**src/rtl/frs_pkg.sv**
```systemverilog
package frs_pkg;

    typedef enum logic [1:0] {
        ST_RUN  = 2'd0,
        ST_HOLD = 2'd1,
        ST_SHUT = 2'd2,
        ST_WAKE = 2'd3
    } frs_state_e;

    typedef struct packed {
        logic out_en;
        logic iface_rst;
        logic rd_ok;
        logic wr_ok;
        logic low_pwr;
    } frs_ctl_t;

    function automatic int frs_max3(input int a, input int b, input int c);
        int m;
        m = (a > b) ? a : b;
        return (m > c) ? m : c;
    endfunction

    function automatic int frs_bits(input int v);
        return (v < 2) ? 1 : $clog2(v + 1);
    endfunction

endpackage

```
**src/rtl/frs_sync.sv**
```systemverilog
module frs_sync #(
    parameter int STAGES = 2
) (
    input  logic clk,
    input  logic rst,
    input  logic d,
    output logic q
);
    logic [STAGES-1:0] chain;

    generate
        for (genvar i = 0; i < STAGES; i++) begin : g_stage
            if (i == 0) begin : g_first
                always_ff @(posedge clk) begin
                    if (rst) chain[0] <= 1'b1;
                    else     chain[0] <= d;
                end
            end else begin : g_next
                always_ff @(posedge clk) begin
                    if (rst) chain[i] <= 1'b1;
                    else     chain[i] <= chain[i-1];
                end
            end
        end
    endgenerate

    assign q = chain[STAGES-1];
endmodule

```
**src/rtl/frs_pulse_qual.sv**
```systemverilog
module frs_pulse_qual #(
    parameter int MIN_LOW = 8
) (
    input  logic clk,
    input  logic rst,
    input  logic lvl_low,
    output logic qual
);
    localparam int LW = frs_pkg::frs_bits(MIN_LOW);
    localparam logic [LW-1:0] LIMIT = LW'(MIN_LOW);

    logic [LW-1:0] low_cnt;

    always_ff @(posedge clk) begin
        if (rst || !lvl_low) low_cnt <= '0;
        else if (low_cnt != LIMIT) low_cnt <= low_cnt + 1'b1;
    end

    assign qual = (low_cnt == LIMIT);


    qual_needs_low_chk: assert property (@(posedge clk) disable iff (rst)
        (qual && !$past(rst)) |-> $past(lvl_low));
endmodule

```
**src/rtl/frs_seq.sv**
```systemverilog
module frs_seq
    import frs_pkg::*;
#(
    parameter int SHUT_CYC = 12,
    parameter int RD_REC   = 6,
    parameter int WR_REC   = 10
) (
    input  logic     clk,
    input  logic     rst,
    input  logic     pin_hi,
    input  logic     qual,
    input  logic     op_busy,
    input  logic     cmd_accept,
    output frs_ctl_t ctl,
    output logic     op_abort,
    output logic     abort_flag
);
    localparam int CNT_W = frs_bits(frs_max3(SHUT_CYC, RD_REC, WR_REC));
    localparam logic [CNT_W-1:0] SHUT_LAST = CNT_W'(SHUT_CYC - 1);
    localparam logic [CNT_W-1:0] WR_LAST   = CNT_W'(WR_REC - 1);
    localparam logic [CNT_W-1:0] RD_MARK   = CNT_W'(RD_REC);

    frs_state_e      st;
    logic [CNT_W-1:0] cnt;
    logic            abort_q;
    logic            kill_q;

    always_ff @(posedge clk) begin
        if (rst) begin
            st      <= ST_RUN;
            cnt     <= '0;
            abort_q <= 1'b0;
            kill_q  <= 1'b0;
        end else begin
            kill_q <= 1'b0;
            unique case (st)
                ST_RUN: begin
                    if (qual) begin
                        cnt <= '0;
                        if (op_busy) begin
                            st      <= ST_SHUT;
                            kill_q  <= 1'b1;
                            abort_q <= 1'b1;
                        end else begin
                            st <= ST_HOLD;
                        end
                    end else if (cmd_accept) begin
                        abort_q <= 1'b0;
                    end
                end
                ST_SHUT: begin
                    if (cnt == SHUT_LAST) begin
                        cnt <= '0;
                        st  <= pin_hi ? ST_WAKE : ST_HOLD;
                    end else begin
                        cnt <= cnt + 1'b1;
                    end
                end
                ST_HOLD: begin
                    if (pin_hi) begin
                        st  <= ST_WAKE;
                        cnt <= '0;
                    end
                end
                ST_WAKE: begin
                    if (qual) begin
                        st  <= ST_HOLD;
                        cnt <= '0;
                    end else if (cnt == WR_LAST) begin
                        st  <= ST_RUN;
                        cnt <= '0;
                    end else begin
                        cnt <= cnt + 1'b1;
                    end
                end
                default: st <= ST_RUN;
            endcase
        end
    end

    always_comb begin
        ctl.out_en    = (st == ST_RUN) || (st == ST_WAKE);
        ctl.iface_rst = (st == ST_HOLD) || (st == ST_SHUT);
        ctl.low_pwr   = (st == ST_HOLD);
        ctl.wr_ok     = (st == ST_RUN);
        ctl.rd_ok     = (st == ST_RUN) || ((st == ST_WAKE) && (cnt >= RD_MARK));
    end

    assign op_abort   = kill_q;
    assign abort_flag = abort_q;


    abort_sets_flag_chk: assert property (@(posedge clk) disable iff (rst)
        op_abort |-> (abort_flag && st == ST_SHUT));


    shut_len_chk: assert property (@(posedge clk) disable iff (rst)
        (!$past(rst) && $past(st) == ST_SHUT && st != ST_SHUT) |-> ($past(cnt) == SHUT_LAST));


    flag_clear_chk: assert property (@(posedge clk) disable iff (rst)
        (!$past(rst) && $fell(abort_q)) |-> ($past(cmd_accept) && $past(st) == ST_RUN));


    wr_from_wake_chk: assert property (@(posedge clk) disable iff (rst)
        (!$past(rst) && $rose(ctl.wr_ok)) |-> ($past(st) == ST_WAKE));
endmodule

```
**src/rtl/flash_reset_sequencer.sv**
```systemverilog
module flash_reset_sequencer
    import frs_pkg::*;
#(
    parameter int SYNC_STAGES = 2,
    parameter int MIN_LOW     = 8,
    parameter int SHUT_CYC    = 12,
    parameter int RD_REC      = 6,
    parameter int WR_REC      = 10
) (
    input  logic clk,
    input  logic rst,
    input  logic rst_pin_n,
    input  logic op_busy,
    input  logic cmd_accept,
    output logic out_en,
    output logic iface_rst,
    output logic op_abort,
    output logic rd_ready,
    output logic wr_ready,
    output logic abort_flag,
    output logic low_pwr
);
    logic     pin_s;
    logic     qual;
    frs_ctl_t ctl;

    frs_sync #(.STAGES(SYNC_STAGES)) u_sync (
        .clk (clk),
        .rst (rst),
        .d   (rst_pin_n),
        .q   (pin_s)
    );

    frs_pulse_qual #(.MIN_LOW(MIN_LOW)) u_qual (
        .clk     (clk),
        .rst     (rst),
        .lvl_low (!pin_s),
        .qual    (qual)
    );

    frs_seq #(
        .SHUT_CYC (SHUT_CYC),
        .RD_REC   (RD_REC),
        .WR_REC   (WR_REC)
    ) u_seq (
        .clk        (clk),
        .rst        (rst),
        .pin_hi     (pin_s),
        .qual       (qual),
        .op_busy    (op_busy),
        .cmd_accept (cmd_accept),
        .ctl        (ctl),
        .op_abort   (op_abort),
        .abort_flag (abort_flag)
    );

    assign out_en    = ctl.out_en;
    assign iface_rst = ctl.iface_rst;
    assign rd_ready  = ctl.rd_ok;
    assign wr_ready  = ctl.wr_ok;
    assign low_pwr   = ctl.low_pwr;


    wr_implies_rd_chk: assert property (@(posedge clk) disable iff (rst)
        wr_ready |-> rd_ready);


    drv_vs_ifrst_chk: assert property (@(posedge clk) disable iff (rst)
        !(out_en && iface_rst));
endmodule

```
**config.mk**
```make
export PLATFORM = sky130hd
export DESIGN_NAME = flash_reset_sequencer
export DESIGN_NICKNAME = d
export VERILOG_FILES = /design/src/rtl/frs_pkg.sv /design/src/rtl/frs_sync.sv /design/src/rtl/frs_pulse_qual.sv /design/src/rtl/frs_seq.sv /design/src/rtl/flash_reset_sequencer.sv
export SDC_FILE = /design/constraint.sdc
export NUM_CORES = 1
export LEC_CHECK = 0
export BUFFER_PORTS_ARGS = -buffer_cell sky130_fd_sc_hd__clkbuf_2
export CAP_MARGIN = 20
export CELL_PAD_IN_SITES_DETAIL_PLACEMENT = 1
export CELL_PAD_IN_SITES_GLOBAL_PLACEMENT = 1
export CORE_UTILIZATION = 41
export DETAILED_ROUTE_END_ITERATION = 10
export GPL_TIMING_DRIVEN = 0
export PLACE_DENSITY = 0.84
export RECOVER_POWER = 25
export SYNTH_ARGS = -nofsm -noshare
export SYNTH_HDL_FRONTEND = slang
export SYNTH_SLANG_ARGS = --single-unit
```
**constraint.sdc**
```tcl
create_clock -name clk -period 2 [get_ports clk]
set_input_delay 0.4 -clock clk [delete_from_list [all_inputs] [get_ports clk]]
set_output_delay 0.4 -clock clk [all_outputs]
set_load 0.02 [all_outputs]
```
# --- Word level (Yosys, flattened, before mapping) ---
# Index checks and enable logic that the tools add are counted.
totals:
  regBits: 14
  in_bits: 5
  output_inout_bits: 7
  wordCells: 53
op_classes:
  add_sub_neg: 2
  magnitude_cmp: 1
  n_eq_ne: 12
  muxes: 18
  bitwise_logic: 2
  reduce_logical: 11
ops:
  columns: ["op", "count"]
  rows:
  - ["4-bit 2-to-1 mux", 5]
  - ["4-bit one-hot mux with 4 select lines", 1]
  - ["2-bit 2-to-1 mux", 7]
  - ["4-bit == test (second input constant)", 3]
  - ["4-bit by 1-bit adder with 4-bit output (second input constant)", 2]
  - ["2-bit one-hot mux with 4 select lines", 1]
  - ["2-bit by 1-bit inequality test with 1-bit output (second input constant)", 3]
  - ["2-bit == test (second input constant)", 2]
  - ["4-bit by 3-bit greater-or-equal comparator with 1-bit output (second input constant)", 1]
  - ["1-bit logical OR", 4]
  - ["1-bit 2-to-1 mux", 4]
  - ["4-bit inequality test (second input constant)", 1]
  - ["4-bit AND reduction", 1]
  - ["3-bit by 2-bit inequality test with 1-bit output (second input constant)", 1]
  - ["3-bit AND reduction", 1]
  - ["3-bit OR reduction", 1]
  - ["2-bit by 1-bit == test with 1-bit output (second input constant)", 1]
  - ["2-bit zero test", 1]
  - ["2-bit inequality test (second input constant)", 1]
  - ["1-bit inverter", 2]
  - ["2-bit AND reduction", 1]
  - ["2-bit nonzero test", 1]
  - ["1-bit logical AND", 1]

# --- Logic depth before layout (Yosys ltp) ---
# Gate-level depths: netlist of the first run.
depth:
  depth_word: 4
  mapped_depth: 6
  mapped_depth_nobuf: 6

# --- Hierarchy ---
# From an unflattened synthesis of the first run, not the netlist that was laid out.
unflattened:
  cells_unflattened: 100
  hier_area_um2: 898.4
modules_own_cells:
  columns: ["module", "instances", "cells_per_inst", "area_each_um2", "seq_area_each_um2"]
  rows:
  - ["frs_seq", 1, 73, 594.3, 160.2]
  - ["frs_pulse_qual", 1, 22, 247.7, 80.1]
  - ["frs_sync", 1, 4, 52.6, 40.0]
  - ["flash_reset_sequencer", 1, 1, 3.8, 0.0]

# --- Worst setup path after synthesis of the first run ---
# No wires, ideal clock.
synth_timing:
  path_kind: "reg2reg"
  from: "reg u_seq.st[1]"
  to: "reg u_seq.cnt[2]"
  setup_ps: 116
  arrival_ps: 1498
  t_required_ps: 1884
  path_slack_ps: 386
  path_stages_with_launch: 7
  path_buffers: 0
  synth_period_minus_slack_ps: 1614
  path_cell_list: "dfxtp_1 > inv_1 > ha_1 > nor2b_1 > a21oi_1 > o21ai_0 > a31o_1"
synth_between:
  elab_chain_cells: 3
  elab_cells_between_ends: 8
  cone_classes: "5 x eq/ne; 1 x mux; 2 x reduce/logical"
synth_lines:
  columns: ["item", "line", "text"]
  rows:
  - ["from (decl)", "frs_seq.sv:23", "frs_state_e st;"]
  - ["from (signal assigned)", "frs_seq.sv:54", "st <= pin_hi ? ST_WAKE : ST_HOLD;"]
  - ["2-bit by 1-bit == test with 1-bit output (*)", null, null]
  - ["via low_pwr", "flash_reset_sequencer.sv:21", "output logic low_pwr"]
  - ["2-bit by 1-bit inequality test with 1-bit output (no source line)", null, null]
  - ["2-bit AND reduction (no source line)", null, null]
  - ["to (signal assigned)", "frs_seq.sv:56", "cnt <= cnt + 1'b1;"]
  - ["to (signal assigned)", "frs_seq.sv:73", "cnt <= cnt + 1'b1;"]
  - ["to (decl)", "frs_seq.sv:24", "logic [CNT_W-1:0] cnt;"]
# The timed path passes the listed nets; every way through them passes the cells marked *.
# A chain may end at the register's enable or synchronous reset.

# --- Final worst setup path of the first run ---
layout_timing:
  from: "reg u_seq.cnt[0]"
  to: "out rd_ready"
layout_between:
  elab_chain_cells: 3
layout_lines:
  columns: ["item", "line", "text"]
  rows:
  - ["4-bit by 3-bit greater-or-equal comparator with 1-bit output", "frs_seq.sv:86", "ctl.rd_ok = (st == ST_RUN) || ((st == ST_WAKE) && (cnt >= RD_MARK));"]
  - ["1-bit logical AND", "frs_seq.sv:86", null]
  - ["1-bit logical OR", "frs_seq.sv:86", null]
  - ["to (decl)", "flash_reset_sequencer.sv:18", "output logic rd_ready,"]
# No other way between the ends.

==> reports/metrics.cfg, run 1 <==
[yosys]
synthDistinctLibCells = 30
syn_area_sq_um = 805.8
syn_nets = 104
ys_ff_latch = 14
synth_edf_count = 0
syn_area_per_cell_sq_um = 9.054
yosys_warnings = 0
yosysSeqAreaShare_pct = 34.78
async_flop_share_pct = 0
synthCells = 89
ys.flop_type = dfxtp_1

[cts]
cts_tree = done
ctsHoldBuffers = 0
path_clk_slew_ns = 0.09
clock_latency_ns = 0.28
clk_path_buf_depth = 2
clock_sinks = 14
cts-root-buf = clkbuf_4
cts_setup_buffers = 0
htree_levels = 1
cts_inserted_buffers = 3

[grt]
antenna_found_initial = 0
overflow = 0
grt_max_degree = 11
grt_usage_pct = 20.31
grt_pass1_vias = 643
grt_pass1_wl_mm = 3.042

[pwr]
powerDensity_nw_per_um2 = 976.7
cellLeakagePower_nw = 0.3647
ir_drop_mv = 0.6541

[setup_path]
critPathKind = reg -> out
timing.rr.start = u_seq.st[1]
critPathLaunch = u_seq.cnt[0]
cp_max_fo = 6
regToRegSetupSlack_ns = 0.15
reg2reg_depth = 6
worst_r2r_endpoint = u_seq.cnt[2]
cp-end-kind = output pin
cp.arrival_ns = 1.46
cp-endpoint = rd_ready
cp-start-kind = register
cp.required_ns = 1.60

[status]
outcome = complete, no violations

[floorplan]
core_sq_um = 1783
start_util_pct = 45.19
dieArea_sq_um = 2146
fp-row-count = 15
fp.dieH_um = 46.33
die_w_um = 46.33
pin_count = 12

[placed_design]
dpl.hpwl_mm = 1.329
port_buffers = 11
placedCellCount = 125
gp_congestion = 0.7150

[sta]
min_period_over_period_pct = 92.93
maxSlewHeadroom_pct = 65.32
worst_pin_slew_ns = 0.5202
skew_ns = 0.002030
max_freq_mhz = 538.0
rsz0062_at_grt = no
finalHoldViolCount = 0
final_max_slew_viol_count = 0
setup_viol = 0
fin_tns_setup_ns = 0
period_needed_ns = 1.859

[detailed_routing]
first_iter_violations = 5
drc = 0
ant_nets = 0
wl_mm = 1.779
via_per_inst = 5.310
vias = 685
first_pass_iters = 3
post_drt_wl_per_cell_um = 13.79

[finish]
syn2layout_area_growth_pct = 15.06
multi_input_area_sq_um = 488.0
seqCellArea_sq_um = 281.5
nets = 120
layout-drive-gt1-share_pct = 18.27
fill_cells = 224
final_cells = 129
antenna_cells = 0

[job]
drv_cap = 0

[hold_path]
hold_class = in -> reg

how the worst min path moves through the flow:
stage	start	end	slack, ns	cells past startpoint
2_1_floorplan	u_sync.chain[0]	u_sync.q	0.39	1
3_3_place_gp	u_sync.chain[0]	u_sync.q	0.39	1
3_5_place_dp	u_sync.chain[0]	u_sync.q	0.42	1
4_1_cts	rst_pin_n	u_sync.chain[0]	0.29	2
5_1_grt	rst_pin_n	u_sync.chain[0]	0.29	2
6_report	rst_pin_n	u_sync.chain[0]	0.30	2
what timing repair did:
action                                  4_1_cts  5_1_grt
resized for setup                             0        1
endpoints found under the setup margin        0        1
hold endpoints to repair                      0        0
flip-flops by register name, summed over array words and instances (netlist names):
signal / flops
u_seq.abort_flag: 1
u_seq.st: 2
u_qual.low_cnt: 4
u_sync.chain: 1
u_seq.op_abort: 1
u_sync.q: 1
u_seq.cnt: 4
critical path, cell delays in order (launching register included):
cell,delay (ns)
dfxtp_2,0.39
inv_1,0.06
ha_1,0.21
o21a_1,0.17
o21ai_0,0.14
nand2b_1,0.07
clkbuf_2,0.15
per-layer routing:
layer  global-route usage [%]  share of wire (%)  wire length [um]  vias to the layer above
li1                         -                  -                 -                      348
met1                    26.13                 48               853                      323
met2                    33.61                 48               852                       10
met3                    4.706                2.9                52                        4
met4                    5.294                1.2                21                        0
met5                        0                  0                 0                        -
layout make-up:
class | instances | share of cell area (%)
Tap cell | 25 | 3.374
Clock buffer | 4 | 3.914
Inverter | 9 | 3.644
Multi-Input combinational cell | 65 | 52.63
Timing Repair Buffer | 11 | 5.668
Sequential cell | 14 | 30.36
Buffer | 1 | 0.4049
cell usage in the layout, fill, tap and decap left out, types with 2 or more instances in the layout:
cell type | netlist | layout
dfxtp_1 | 14 | 13
or2_2 | 2 | 2
nand2_1 | 6 | 6
clkbuf_1 | 1 | 3
nand3b_1 | 2 | 2
xnor2_1 | 3 | 3
clkbuf_4 | 0 | 3
nand3_1 | 2 | 2
nor4_1 | 2 | 2
nor2_1 | 3 | 3
nand4_1 | 2 | 2
nand2b_1 | 2 | 2
nor3_1 | 4 | 4
a211o_1 | 2 | 2
clkbuf_2 | 0 | 9
a211oi_1 | 2 | 2
a21oi_1 | 8 | 8
o21ai_0 | 3 | 3
inv_1 | 9 | 9
ha_1 | 10 | 10
where the power goes:
group	switching, mW	total [mW]	internal (mW)
Clock	0.0985	0.209	0.111
Combinational	0.240	0.367	0.127
Sequential	0.0269	0.329	0.303
Total	0.366	0.906	0.540
synthesized netlist by cell type (2+ instances only):
cell type	number	area [sq um]
nand3_1	2	10.01
inv_1	9	33.78
a211oi_1	2	15.01
or2_2	2	12.51
a211o_1	2	17.52
nand2_1	6	22.52
dfxtp_1	14	280.3
nor4_1	2	12.51
a21oi_1	8	40.04
nor3_1	4	20.02
o21ai_0	3	15.01
nand3b_1	2	15.01
ha_1	10	125.1
nor2_1	3	11.26
xnor2_1	3	26.28
nand2b_1	2	12.51
nand4_1	2	12.51
kinds of logic (layout without fill, tap and decap cells):
logic type | Yosys count | count (layout) | synth area share, %
XOR/XNOR | 4 | 4 | 4.349
flip-flops | 14 | 14 | 34.78
adder cells (fa/ha/maj) | 10 | 10 | 15.53
AO/OA/AOI/OAI | 22 | 22 | 19.41
AND/OR/NAND/NOR | 29 | 29 | 21.27
buffers and inverters | 10 | 25 | 4.658
per-stage QoR:
stage	utilization [%]	total power, mW	instance area [sq um]	setup slack [ns]	hold slack (ns)
after global routing	52.00	0.9731	927.1	0.03684	0.2894
after global placement	50.04	0.6836	892.1	0.2952	0.3908
final	52.00	0.9055	927.1	0.1413	0.2964
after CTS	52.07	0.9155	928.4	0.05805	0.2935
after floorplan	-	0.5957	805.8	0.3865	0.3895
after detailed placement	50.04	0.7025	892.1	0.2361	0.4196
Note: power is estimated with default switching activity, not from simulation.
==> run 2: changes to the inputs <==
--- a/config.mk
+++ b/config.mk
@@ -9,6 +9,7 @@
 export CAP_MARGIN = 20
 export CELL_PAD_IN_SITES_DETAIL_PLACEMENT = 1
 export CELL_PAD_IN_SITES_GLOBAL_PLACEMENT = 1
+export CORE_ASPECT_RATIO = 0.75
 export CORE_UTILIZATION = 41
 export DETAILED_ROUTE_END_ITERATION = 10
 export GPL_TIMING_DRIVEN = 0
==> constraint.sdc (replaced) <==
create_clock -name clk -period 2.1 [get_ports clk]
set_input_delay 0.42 -clock clk [delete_from_list [all_inputs] [get_ports clk]]
set_output_delay 0.42 -clock clk [all_outputs]
set_load 0.02 [all_outputs]
==> run 2 against run 1 <==
- non-clock buffer count did not move
- clock-buffer cell count fell by 1
- highest routed layer unchanged
- utilization fell by 1.2 points
- register-to-register slack improved by 0.20 ns
- critical path type unchanged
- clock skew rose by 0.0054 ns
- power fell by 11%
==> reports/metrics.cfg, run 2 (synthesis results as in run 1) <==
[cts]
path_clk_slew_ns = 0.08
ctsHoldBuffers = 0
cts_setup_buffers = 0
clock_latency_ns = 0.28
cts_tree = done
cts_inserted_buffers = 3
clock_sinks = 14
clk_path_buf_depth = 2
cts-root-buf = clkbuf_4
htree_levels = 1
cts_resized = 0

[sta]
hold_ws_ns = 0.3175
setup_viol = 0
worst_pin_slew_ns = 0.4445
finalHoldViolCount = 0
final_max_slew_viol_count = 0
fin_tns_setup_ns = 0
period_needed_ns = 1.925
max_freq_mhz = 519.5
maxSlewHeadroom_pct = 70.37
layout_setup_ws_ns = 0.1750
rsz0062_at_grt = no
skew_ns = 0.007448
min_period_over_period_pct = 91.67

[pwr]
powerDensity_nw_per_um2 = 889.5
cellLeakagePower_nw = 0.3570
ir_drop_mv = 0.5749

[floorplan]
pin_count = 12
die_w_um = 53.19
dieArea_sq_um = 2148
start_util_pct = 45.03
fp-row-count = 13
core_sq_um = 1789
fp.dieH_um = 40.39

[placed_design]
dpl.hpwl_mm = 1.369
place_ws_ns = 0.3760
port_buffers = 11
gp_congestion = 0.7457

[finish]
nets = 120
syn2layout_area_growth_pct = 12.73
final_cell_mix = 14 x dfxtp_1, 10 x ha_1, 9 x inv_1, 9 x clkbuf_2, 8 x a21oi_1
antenna_cells = 0
layout-drive-gt1-share_pct = 16.50
final_common_cell = dfxtp_1
seqCellArea_sq_um = 280.3
largestRegisters = u_qual.low_cnt (4), u_seq.cnt (4), u_seq.st (2)
fill_cells = 232
multi_input_area_sq_um = 488.0

[grt]
grt_pass1_vias = 662
grt_max_degree = 11
grt_pass1_wl_mm = 2.884
antenna_found_initial = 0
overflow = 0
grt_usage_pct = 19.72

[detailed_routing]
via_per_inst = 5.520
drc = 0
vias = 690
first_pass_iters = 4
wl_mm = 1.740
first_iter_violations = 11
ant_nets = 0
post_drt_wl_per_cell_um = 13.92

[job]
drv_cap = 0

[setup_path]
cp-end-kind = output pin
reg2reg_depth = 6
cp_max_fo = 6
slowest_stage = dfxtp_1
cp.required_ns = 1.68
timing.rr.start = u_seq.st[1]
worst_r2r_endpoint = u_seq.cnt[2]
path_cells = inv_1, ha_1, o21a_1, o21ai_0, nand2b_1, clkbuf_2
crit_path_max_incr_delay_ns = 0.43
cp-start-kind = register
regToRegSetupSlack_ns = 0.35
cp.arrival_ns = 1.51
critPathKind = reg -> out

[hold_path]
hold_path_end = u_sync.chain[0]
min_path_cells = 2
hold_class = in -> reg
hold_start = rst_pin_n

[status]
outcome = complete, no violations

==> run 2: cell type report <==
type                       count  share of cell area, %
tap                           22                  3.030
timing repair buffer          11                  5.785
inverter                       9                  3.719
sequential                    14                  30.85
clock buffer                   3                  2.479
multi-input combinational     65                  53.72
buffer                         1                 0.4132
==> run 2: power breakdown <==
group / internal (mW) / switching, mW / total, mW
logic: 0.120 / 0.226 / 0.346
registers: 0.288 / 0.0244 / 0.312
clock network: 0.0665 / 0.0830 / 0.149
==> run 2: critical path: cells and delay by family (launching register included) <==
| kind | cells | cell delay [ns] |
|---|---|---|
| AND/OR/NAND/NOR | 1 | 0.07 |
| buffers and inverters | 2 | 0.22 |
| flip-flops | 1 | 0.43 |
| adder cells (fa/ha/maj) | 1 | 0.22 |
| AO/OA/AOI/OAI | 2 | 0.30 |
==> run 2: how the worst max path moves through the flow <==
| stage | end | slack (ns) | depth (start not counted) | startpoint |
|---|---|---|---|---|
| after floorplan | u_seq.cnt[2] | 0.49 | 6 | u_seq.st[1] |
| after global placement | u_seq.cnt[2] | 0.42 | 6 | u_seq.st[1] |
| after detailed placement | u_seq.cnt[2] | 0.38 | 6 | u_seq.st[1] |
| after CTS | rd_ready | 0.15 | 6 | u_seq.cnt[0] |
| after global routing | rd_ready | 0.06 | 6 | u_seq.cnt[0] |
| final | rd_ready | 0.17 | 6 | u_seq.cnt[0] |
==> run 2: per-stage QoR <==
step                      total power [mW]  std cells  area (sq um)  util, %
after floorplan                     0.5674         89         805.8        -
after global placement              0.6540        122         888.4    49.65
after detailed placement            0.6693        122         888.4    49.65
after CTS                           0.8172        125         910.9    50.91
after global routing                0.8696        125         908.4    50.77
final                               0.8080        125         908.4    50.77
==> run 2: metal layers <==
| metal | global-route usage [%] | share of wire, % | up-vias |
|---|---|---|---|
| li1 | - | - | 346 |
| met1 | 24.01 | 50 | 328 |
| met2 | 32.91 | 44 | 14 |
| met3 | 7.955 | 4.4 | 2 |
| met4 | 4.605 | 0.75 | 0 |
| met5 | 0 | 0 | - |
==> run 3: changes to the inputs <==
--- a/config.mk
+++ b/config.mk
@@ -5,12 +5,13 @@
 export SDC_FILE = /design/constraint.sdc
 export NUM_CORES = 1
 export LEC_CHECK = 0
+export ABC_AREA = 1
 export BUFFER_PORTS_ARGS = -buffer_cell sky130_fd_sc_hd__clkbuf_2
 export CAP_MARGIN = 20
 export CELL_PAD_IN_SITES_DETAIL_PLACEMENT = 1
 export CELL_PAD_IN_SITES_GLOBAL_PLACEMENT = 1
 export CORE_ASPECT_RATIO = 0.75
-export CORE_UTILIZATION = 41
+export CORE_UTILIZATION = 40
 export DETAILED_ROUTE_END_ITERATION = 10
 export GPL_TIMING_DRIVEN = 0
 export PLACE_DENSITY = 0.84
==> run 3 against run 2 <==
- die area increased by 10%
- via count increased by 12%
- fmax increased by 1.6%
- area after synthesis increased by 8.2%
- wire length increased by 18%
- clock-buffer cell count increased by 1
==> reports/metrics.cfg, run 3 <==
[finish]
final_cell_mix = 20 x nand2_1, 17 x inv_1, 13 x dfxtp_1
final_cells = 153
fill_cells = 266
multi_input_area_sq_um = 508.0
syn2layout_area_growth_pct = 12.34
largestRegisters = u_qual.low_cnt (4), u_seq.cnt (4), u_seq.st (2)
final_common_cell = nand2_1
antenna_cells = 0
fin_area_sq_um = 979.7
seqCellArea_sq_um = 281.5
nets = 145
layout-drive-gt1-share_pct = 24.03

[setup_path]
crit_path_max_incr_delay_ns = 0.37
cp-start-kind = register
path_cells = inv_1, ha_1, inv_1, a21oi_1, o21ai_0, nand2_1, clkbuf_2
cp-end-kind = output pin
cp_max_fo = 4
regToRegSetupSlack_ns = 0.49
path_common_cell = inv_1
cp.arrival_ns = 1.48
slowest_stage = dfxtp_2
critPathKind = reg -> out
cp.required_ns = 1.68

[detailed_routing]
first_pass_iters = 4
ant_nets = 0
wl_mm = 2.050
via_per_inst = 5.046
first_iter_violations = 9
drc = 0
vias = 772
post_drt_wl_per_cell_um = 13.40

[yosys]
synth.most_common_cell = nand2_1
ys_ff_latch = 14
yosysSeqAreaShare_pct = 32.14
ys.flop_type = dfxtp_1
syn_area_per_cell_sq_um = 7.650
syn_area_sq_um = 872.1
yosys.area.top_type = dfxtp_1
synthDistinctLibCells = 22
synth_top_area_share_pct = 32.14
synthCells = 114
synth.area.top_cells = dfxtp_1 32%, ha_1 14%, nand2_1 8.6%
yosys_warnings = 0
syn_nets = 129
synth_edf_count = 0
synthTopCellsByCount = 20 x nand2_1, 17 x inv_1, 14 x dfxtp_1, 10 x ha_1, 10 x nor2_1
async_flop_share_pct = 0

[cts]
cts_inserted_buffers = 3
clock_latency_ns = 0.28
cts_tree = done
htree_levels = 1
ctsHoldBuffers = 0
clock_sinks = 14
clk_path_buf_depth = 2
cts-root-buf = clkbuf_4
path_clk_slew_ns = 0.08

[grt]
grt_usage_pct = 20.11
grt_pass1_vias = 832
grt_pass1_wl_mm = 3.691
overflow = 0
grt_max_degree = 10
antenna_found_initial = 0

[sta]
setup_viol = 0
skew_ns = 0.001374
worst_pin_slew_ns = 0.4655
hold_ws_ns = 0.3099
final_max_slew_viol_count = 0
finalHoldViolCount = 0
rsz0062_at_grt = no
min_period_over_period_pct = 90.25
maxSlewHeadroom_pct = 68.88
max_freq_mhz = 527.6
period_needed_ns = 1.895
fin_tns_setup_ns = 0

[floorplan]
start_util_pct = 42.92
pin_count = 12
fp.dieH_um = 42.44
dieArea_sq_um = 2373
core_sq_um = 2032
fp-row-count = 14
die_w_um = 55.92

[placed_design]
gp_congestion = 0.7585
place_area_sq_um = 957.2
placedCellCount = 149
port_buffers = 11
dpl.hpwl_mm = 1.630

[pwr]
ir_drop_mv = 0.7065
powerDensity_nw_per_um2 = 1201
cellLeakagePower_nw = 0.4378

[status]
outcome = complete, no violations

[job]
drv_cap = 0

[hold_path]
hold_class = in -> reg

## run 3: cell count changes in the layout (fill, tap and decap cells not counted), moves of 3 or more
cell     before  now
inv_1         9   17
nand2_1       6   20
nand2_2       0    3
nand3_1       2    7
nand3_2       0    3
nor2_1        3   10
## run 3: worst max-delay path, delay by kind of cell (launching register included)
family	cells	cell delay, ns
buffers and inverters	3	0.31
adder cells (fa/ha/maj)	1	0.19
flip-flops	1	0.37
AO/OA/AOI/OAI	2	0.24
AND/OR/NAND/NOR	1	0.07
## run 3: what timing repair did
item,CTS,global route
endpoints found under the setup margin,0,1
gates resized for setup,0,1
setup buffers,0,0
## run 3: report_power, final
group	internal, mW	switching, mW
registers	0.289	0.0205
logic	0.224	0.448
clock network	0.106	0.0904
## run 3: area by class of cell
class | instances | share of cell area [%]
well taps | 24 | 3.065
inverters | 19 | 7.280
repair buffers | 11 | 5.364
multi-input cells | 81 | 51.85
clock buffers | 4 | 3.704
flip-flops and latches | 14 | 28.74
## run 3: metrics by stage
step | power [mW] | setup slack (ns) | utilization [%]
floorplan | 0.8196 | 0.6168 | -
global placement | 0.9619 | 0.5395 | 47.11
detailed placement | 0.9878 | 0.4353 | 47.11
CTS | 1.194 | 0.1169 | 48.89
global route | 1.282 | 0.05778 | 48.21
finish | 1.177 | 0.2047 | 48.21
## run 3: cell families (layout without fill, tap and decap cells)
| group | count (synthesis) | after routing | share of synthesized area, % |
|---|---|---|---|
| AND/OR/NAND/NOR | 52 | 52 | 30.70 |
| AO/OA/AOI/OAI | 17 | 17 | 12.63 |
| XOR/XNOR | 2 | 2 | 2.009 |
| adder cells (fa/ha/maj) | 10 | 10 | 14.35 |
| buffers and inverters | 19 | 34 | 8.178 |
| flip-flops | 14 | 14 | 32.14 |
## run 3: per-layer routing
metal	global-route usage (%)	share of wire, %
met2	35.90	48
met5	0	0
met4	4.390	0.54
met3	5.864	3.6
met1	24.11	48
## run 3: final timing paths
| path | endpoint | from | depth (start not counted) |
|---|---|---|---|
| hold reg to reg | u_sync.q | u_sync.chain[0] | 1 |
| setup / recovery | rd_ready | u_seq.cnt[0] | 7 |
| setup reg to reg | u_seq.st[1] | u_qual.low_cnt[0] | 8 |
| hold / removal | u_sync.chain[0] | rst_pin_n | 2 |
